## src/rtl/raster_pkg.sv

```systemverilog
package raster_pkg;

  // trigger point select encoding; 3 aliases the default
  typedef enum logic [1:0] {
    TRIG_VIS_END  = 2'd0,
    TRIG_HS_START = 2'd1,
    TRIG_HS_END   = 2'd2,
    TRIG_VIS_ALT  = 2'd3
  } trig_sel_e;

  localparam logic [1:0] ADDR_TARGET = 2'd0;
  localparam logic [1:0] ADDR_CTRL   = 2'd1;
  localparam logic [1:0] ADDR_STAT   = 2'd2;
  localparam logic [1:0] ADDR_LINE   = 2'd3;

  localparam int IEN_W        = 4;
  localparam int IEN_LINE_BIT = 1;

endpackage

```

## src/rtl/raster_counters.sv

```systemverilog
module raster_counters #(
  parameter int LINE_W = 10,
  parameter int H_TOTAL = 800,
  parameter int V_TOTAL = 525
) (
  input  logic              clk,
  input  logic              rst_n,
  input  logic              ce,
  output logic [LINE_W-1:0] h_cnt,
  output logic [LINE_W-1:0] v_cnt
);
  localparam logic [LINE_W-1:0] H_LAST = LINE_W'(H_TOTAL - 1);
  localparam logic [LINE_W-1:0] V_LAST = LINE_W'(V_TOTAL - 1);

  always_ff @(posedge clk) begin
    if (!rst_n) begin
      h_cnt <= '0;
      v_cnt <= '0;
    end else if (ce) begin
      if (h_cnt == H_LAST) begin
        h_cnt <= '0;
        v_cnt <= (v_cnt == V_LAST) ? '0 : v_cnt + 1'b1;
      end else begin
        h_cnt <= h_cnt + 1'b1;
      end
    end
  end

  a_r1_col_wrap: assert property (@(posedge clk) disable iff (!rst_n)
    (ce && h_cnt == H_LAST) |=> (h_cnt == '0));

  a_r2_hold_without_ce: assert property (@(posedge clk) disable iff (!rst_n)
    !ce |=> ($stable(h_cnt) && $stable(v_cnt)));

  a_r4_line_range: assert property (@(posedge clk) disable iff (!rst_n)
    v_cnt <= V_LAST);

endmodule

```

## src/rtl/raster_sync.sv

```systemverilog
module raster_sync #(
  parameter int LINE_W = 10,
  parameter int H_VIS = 640,
  parameter int H_FP = 16,
  parameter int H_SYNC = 96,
  parameter int V_VIS = 480,
  parameter int V_FP = 10,
  parameter int V_SYNC = 2
) (
  input  logic              clk,
  input  logic              rst_n,
  input  logic [LINE_W-1:0] h_cnt,
  input  logic [LINE_W-1:0] v_cnt,
  output logic              hsync_n,
  output logic              vsync_n,
  output logic              de
);
  localparam logic [LINE_W-1:0] HS_BEG = LINE_W'(H_VIS + H_FP);
  localparam logic [LINE_W-1:0] HS_END = LINE_W'(H_VIS + H_FP + H_SYNC);
  localparam logic [LINE_W-1:0] VS_BEG = LINE_W'(V_VIS + V_FP);
  localparam logic [LINE_W-1:0] VS_END = LINE_W'(V_VIS + V_FP + V_SYNC);
  localparam logic [LINE_W-1:0] H_VEND = LINE_W'(H_VIS);
  localparam logic [LINE_W-1:0] V_VEND = LINE_W'(V_VIS);

  always_comb begin
    hsync_n = !((h_cnt >= HS_BEG) && (h_cnt < HS_END));
    vsync_n = !((v_cnt >= VS_BEG) && (v_cnt < VS_END));
    de      = (h_cnt < H_VEND) && (v_cnt < V_VEND);
  end

  a_r3_hsync_in_blank: assert property (@(posedge clk) disable iff (!rst_n)
    !hsync_n |-> !de);

  a_r4_vsync_in_blank: assert property (@(posedge clk) disable iff (!rst_n)
    !vsync_n |-> !de);

endmodule

```

## src/rtl/line_trigger.sv

```systemverilog
module line_trigger
  import raster_pkg::*;
#(
  parameter int LINE_W = 10,
  parameter int H_VIS = 640,
  parameter int H_FP = 16,
  parameter int H_SYNC = 96
) (
  input  logic              clk,
  input  logic              rst_n,
  input  logic              ce,
  input  logic [LINE_W-1:0] h_cnt,
  input  logic [LINE_W-1:0] v_cnt,
  input  logic [LINE_W-1:0] target,
  input  trig_sel_e         sel,
  output logic              trig
);
  localparam logic [LINE_W-1:0] P_VIS = LINE_W'(H_VIS);
  localparam logic [LINE_W-1:0] P_HSB = LINE_W'(H_VIS + H_FP);
  localparam logic [LINE_W-1:0] P_HSE = LINE_W'(H_VIS + H_FP + H_SYNC);

  logic [LINE_W-1:0] point;

  always_comb begin
    case (sel)
      TRIG_HS_START: point = P_HSB;
      TRIG_HS_END:   point = P_HSE;
      default:       point = P_VIS;
    endcase
    // all points are nonzero, so the step into them never crosses a line
    trig = ce && (h_cnt == point - 1'b1) && (v_cnt == target);
  end

  a_r5_lands_on_point: assert property (@(posedge clk) disable iff (!rst_n)
    trig |=> (h_cnt == $past(point)) && (v_cnt == $past(target)));

endmodule

```

## src/rtl/raster_regs.sv

```systemverilog
module raster_regs
  import raster_pkg::*;
#(
  parameter int LINE_W = 10
) (
  input  logic              clk,
  input  logic              rst_n,
  input  logic              wr,
  input  logic [1:0]        addr,
  input  logic [LINE_W-1:0] wdata,
  output logic [LINE_W-1:0] rdata,
  input  logic              trig,
  input  logic              on_screen,
  input  logic [LINE_W-1:0] line,
  output logic [LINE_W-1:0] target,
  output trig_sel_e         sel,
  output logic              irq
);
  logic [IEN_W-1:0] ien;
  logic             flag;
  logic             clr;
  logic             wdata_unused;

  assign clr = wr && (addr == ADDR_STAT) && wdata[0];
  assign wdata_unused = ^wdata[LINE_W-1:6];

  always_ff @(posedge clk) begin
    if (!rst_n) begin
      target <= '0;
      ien    <= '0;
      sel    <= TRIG_VIS_END;
      flag   <= 1'b0;
    end else begin
      if (wr && addr == ADDR_TARGET) target <= wdata;
      if (wr && addr == ADDR_CTRL) begin
        ien <= wdata[IEN_W-1:0];
        sel <= trig_sel_e'(wdata[5:4]);
      end
      if (trig)     flag <= 1'b1;
      else if (clr) flag <= 1'b0;
    end
  end

  assign irq = flag & ien[IEN_LINE_BIT];

  always_comb begin
    rdata = '0;
    case (addr)
      ADDR_TARGET: rdata = target;
      ADDR_CTRL:   rdata = LINE_W'({sel, ien});
      ADDR_STAT:   rdata = LINE_W'({on_screen, flag});
      default:     rdata = line;
    endcase
  end

  a_r9_trigger_wins: assert property (@(posedge clk) disable iff (!rst_n)
    trig |=> flag);

  a_r8_w1c_clears: assert property (@(posedge clk) disable iff (!rst_n)
    (clr && !trig) |=> !flag);

  a_r8_flag_sticky: assert property (@(posedge clk) disable iff (!rst_n)
    (flag && !clr) |=> flag);

  a_r5_flag_needs_event: assert property (@(posedge clk) disable iff (!rst_n)
    $rose(flag) |-> $past(trig));

endmodule

```

## src/rtl/raster_irq_gen.sv

```systemverilog
module raster_irq_gen
  import raster_pkg::*;
#(
  parameter int LINE_W = 10,
  parameter int H_VIS = 640,
  parameter int H_FP = 16,
  parameter int H_SYNC = 96,
  parameter int H_BP = 48,
  parameter int V_VIS = 480,
  parameter int V_FP = 10,
  parameter int V_SYNC = 2,
  parameter int V_BP = 33
) (
  input  logic              clk,
  input  logic              rst_n,
  input  logic              pix_ce,
  input  logic              reg_wr,
  input  logic [1:0]        reg_addr,
  input  logic [LINE_W-1:0] reg_wdata,
  output logic [LINE_W-1:0] reg_rdata,
  output logic              hsync_n,
  output logic              vsync_n,
  output logic              de,
  output logic [LINE_W-1:0] cur_col,
  output logic [LINE_W-1:0] cur_line,
  output logic              irq
);
  localparam int H_TOTAL = H_VIS + H_FP + H_SYNC + H_BP;
  localparam int V_TOTAL = V_VIS + V_FP + V_SYNC + V_BP;

  logic [LINE_W-1:0] h_cnt, v_cnt, target;
  trig_sel_e         sel;
  logic              trig;

  raster_counters #(.LINE_W(LINE_W), .H_TOTAL(H_TOTAL), .V_TOTAL(V_TOTAL)) u_cnt (
    .clk(clk), .rst_n(rst_n), .ce(pix_ce), .h_cnt(h_cnt), .v_cnt(v_cnt));

  raster_sync #(.LINE_W(LINE_W), .H_VIS(H_VIS), .H_FP(H_FP), .H_SYNC(H_SYNC),
                .V_VIS(V_VIS), .V_FP(V_FP), .V_SYNC(V_SYNC)) u_sync (
    .clk(clk), .rst_n(rst_n), .h_cnt(h_cnt), .v_cnt(v_cnt),
    .hsync_n(hsync_n), .vsync_n(vsync_n), .de(de));

  line_trigger #(.LINE_W(LINE_W), .H_VIS(H_VIS), .H_FP(H_FP), .H_SYNC(H_SYNC)) u_trig (
    .clk(clk), .rst_n(rst_n), .ce(pix_ce), .h_cnt(h_cnt), .v_cnt(v_cnt),
    .target(target), .sel(sel), .trig(trig));

  raster_regs #(.LINE_W(LINE_W)) u_regs (
    .clk(clk), .rst_n(rst_n), .wr(reg_wr), .addr(reg_addr), .wdata(reg_wdata),
    .rdata(reg_rdata), .trig(trig), .on_screen(de), .line(v_cnt),
    .target(target), .sel(sel), .irq(irq));

  assign cur_col  = h_cnt;
  assign cur_line = v_cnt;

  a_r10_irq_only_with_flag: assert property (@(posedge clk) disable iff (!rst_n)
    irq |-> reg_wr || reg_addr != ADDR_STAT || reg_rdata[0]);

endmodule

```

## config.mk

```make
export PLATFORM = sky130hd
export DESIGN_NAME = raster_irq_gen
export DESIGN_NICKNAME = d
export VERILOG_FILES = /design/src/rtl/raster_pkg.sv /design/src/rtl/raster_counters.sv /design/src/rtl/raster_sync.sv /design/src/rtl/line_trigger.sv /design/src/rtl/raster_regs.sv /design/src/rtl/raster_irq_gen.sv
export SDC_FILE = /design/constraint.sdc
export NUM_CORES = 1
export LEC_CHECK = 0
export BUFFER_PORTS_ARGS = -buffer_cell sky130_fd_sc_hd__buf_4
export CAP_MARGIN = 20
export CORE_MARGIN = 2
export CORE_UTILIZATION = 48
export CTS_BUF_LIST = sky130_fd_sc_hd__clkbuf_8 sky130_fd_sc_hd__clkbuf_16
export DETAILED_ROUTE_END_ITERATION = 8
export GPL_ROUTABILITY_DRIVEN = 0
export PLACE_DENSITY = 0.78
export SLEW_MARGIN = 10
export SYNTH_ARGS = -nofsm -noshare
export SYNTH_HDL_FRONTEND = slang
export SYNTH_HIERARCHICAL = 1
export SYNTH_SLANG_ARGS = --single-unit
```

## constraint.sdc

```tcl
create_clock -name clk -period 1.79 [get_ports clk]
set_clock_uncertainty 0.1 [all_clocks]
set_input_delay 0.0895 -clock clk [delete_from_list [all_inputs] [get_ports clk]]
set_output_delay 0.0895 -clock clk [all_outputs]
set_load 0.02 [all_outputs]
```

==> metrics.md <==
| Metric | Value |
|---|---|
| Run status | finished, violations left |
| Failing checks | setup timing |
| Number of nets with antenna violations after routing | 0 |
| Top-area cell type share of the netlist area | 0.345 |
| Max-cap violations | 0 |
| Std cell rows | 24 |
| Ys Warns | 6 |
| Global route overflow | 0 |
| GRT Total Usage | 0.229 |
| Routed length per instance | 15.9 um |
| Mapped Cells | 235 |
| Drt pass-1 iters | 5 |
| #FFs+latches synth | 37 |
| Max H-tree Level | 2 |
| Antenna violations before repair | 0 |
| Area delta synth->final | 41.9% |
| Total Power | 0.00176 W |
| Skew-Pair Late Insertion Delay | 0.30 ns |
| Max Slew Vio Count | 0 |
| Nets | 336 |
| Core area | 4320 um^2 |
| Pre-CTS setup slack | -0.0696 ns |
| Leak Pwr | 1.23 nW |
| Most common cell in the netlist | nand2_1 |
| EDFF count, synth | 0 |
| Peak VDD IR | 351 uV |
| Slew Limit Headroom | 0.646 |
| CP max FO | 6 |
| Pwr/cell area | 576 nW/um^2 |
| Setup Viol. Count Final | 9 |
| DRC viols | 0 |
| Root Buffer | clkbuf_8 |
| Wirelength, routed | 5860 um |
| Iteration-0 DRC Markers | 134 |
| Critical path class | reg -> reg |
| Clk sink count | 37 |
| Seq/Total Area, Yosys | 0.345 |
| Fin area | 3050 um^2 |
| CP startpoint kind | flop |
| Post-DP Area | 2720 um^2 |
| Hpwl dp | 4130 um |
| Vias per cell | 5.63 |
| Fmax | 0.523 GHz |
| Worst Path Required | 1.90 ns |
| Die H | 70.9 um |
| Mean Syn Cell Area | 9.14 um^2 |
| Ratio of final minimum period to clock period | 1.07 |
| Initial core utilization | 0.497 |
| Hold Crit Class | in -> reg |
| Global-route wire length before repair | 9280 um |
| Slew @ Worst Pin | 0.526 ns |
| Final core occ | 0.705 |
| CTS tree | built |
| RSZ-0062 raised after global routing | yes |
| Netlist Area Pre-Place | 2150 um^2 |
| Number of global-route vias before repair | 1991 |
| Worst setup path start | u_cnt/h_cnt[5] |
| Tightest hold margin | 0.00166 ns |
| Post-synth cell types | 47 |
| Vias after detailed routing | 2079 |
| CP Data Arrival Time | 2.02 ns |
| Synth area leaders | dfxtp_1, mux2i_1, nand2_1 |
| Die ar. | 5030 um^2 |
| Fraction of registers with async set/reset | 0 |
| Share of post-route cells with drive strength above 1 | 0.401 |
| Synth cell count leaders | nand2_1, dfxtp_1, mux2i_1, xnor2_1, nor2_1 |
| Clk slew on worst S/H paths | 0.08 ns |
| Number of top-level pins | 50 |
| Largest net degree at the start of global routing | 32 |
| Main flop type after synthesis | dfxtp_1 |
| Worst setup margin | -0.122 ns |
| CTS Buffer Depth | 2 |
| Port bufs | 49 |
| Worst r2r src | u_cnt/h_cnt[5] |
| Num CTS Buffers | 5 |
| Critical path capture point type | flop |
| Cell taking the most area after synthesis | dfxtp_1 |
| Final hold vios | 0 |
| Die width | 70.9 um |
| Inserted Diodes | 0 |
| Synth Net Count | 255 |
| Minimum clock period | 1.91 ns |
| Beginning of the worst hold path | pix_ce |
-- path summary, 6_finish.rpt --
| check | end | slack, ns | depth (start not counted) |
|---|---|---|---|
| max | u_cnt/v_cnt[4] | -0.12 | 4 |
| min | u_cnt/h_cnt[1] | 0.002 | 3 |
| max reg2reg | u_cnt/v_cnt[4] | -0.12 | 4 |
| min reg2reg | u_regs/ien[0] | 0.37 | 2 |
-- power by group --
part	total (W)	switching, W	internal (W)
Clock	0.000644	0.000296	0.000348
Combinational	0.000245	0.000122	0.000122
Sequential	0.000867	0.0000268	0.000840
-- state kept, by name (all words and copies together) (netlist names) --
register,cells
u_cnt/h_cnt,10
u_cnt/v_cnt,10
u_regs/flag,1
u_regs/sel,2
u_regs/ien,4
u_regs/target,10
-- layer usage --
metal | GRT usage | vias to the layer above | share of wire
li1 | - | 1011 | -
met1 | 0.292 | 1005 | 0.43
met2 | 0.387 | 56 | 0.50
met3 | 0.0513 | 7 | 0.047
met4 | 0.0734 | 0 | 0.014
met5 | 0 | - | 0
-- critical path: stages, from the launching register on --
cell and delay (ns):
dfxtp_4 0.34, or3b_4 0.41, or3_4 0.45, or2_4 0.31, o31ai_2 0.21
-- placed cells by master (no fill, tap or decap), drive strengths merged, types with 5 or more instances in the layout --
cell type    instances
buf                 78
clkbuf               8
dfxtp               37
dlygate4sd3          6
inv                  8
mux2i               21
nand2               40
nand3                5
nand4                6
nor2                 9
nor3                 6
o21ai                5
o31ai                7
xnor2               11
xor2                 6
-- area by class of cell --
type | count | area (um^2)
fillers | 332 | 1280
clock inverters | 1 | 5.00
clock buffers | 7 | 96.3
repair buffers | 85 | 686
inverters | 8 | 30.0
multi-input cells | 179 | 1400
flip-flops and latches | 37 | 764
well taps | 52 | 65.1
-- kinds of logic (layout without fill, tap and decap cells) --
kind of cell	count (synthesis)	after routing	share of synthesized area
multiplexers	23	23	0.119
XOR/XNOR	17	17	0.0693
AND/OR/NAND/NOR	98	98	0.249
adder cells (fa/ha/maj)	4	4	0.0233
flip-flops	37	37	0.345
buffers and inverters	19	101	0.0600
AO/OA/AOI/OAI	37	37	0.135
-- metrics by stage --
stage / cells / TNS [ns]
6_report: 369 / -0.555
3_3_place_gp: 353 / -0.112
3_5_place_dp: 353 / -0.269
4_1_cts: 368 / -0.0935
2_1_floorplan: 235 / -0.152
5_1_grt: 369 / -1.12
-- what timing repair did --
item                                   CTS  global route
setup buffers                            1             0
endpoints found under the hold margin    8             0
gates cloned                             0             1
hold buffers                             6             0
gates resized for setup                 13            15
pin swaps                                1            14
setup endpoints to repair                8            12
Power figures use the tool's default switching activity.
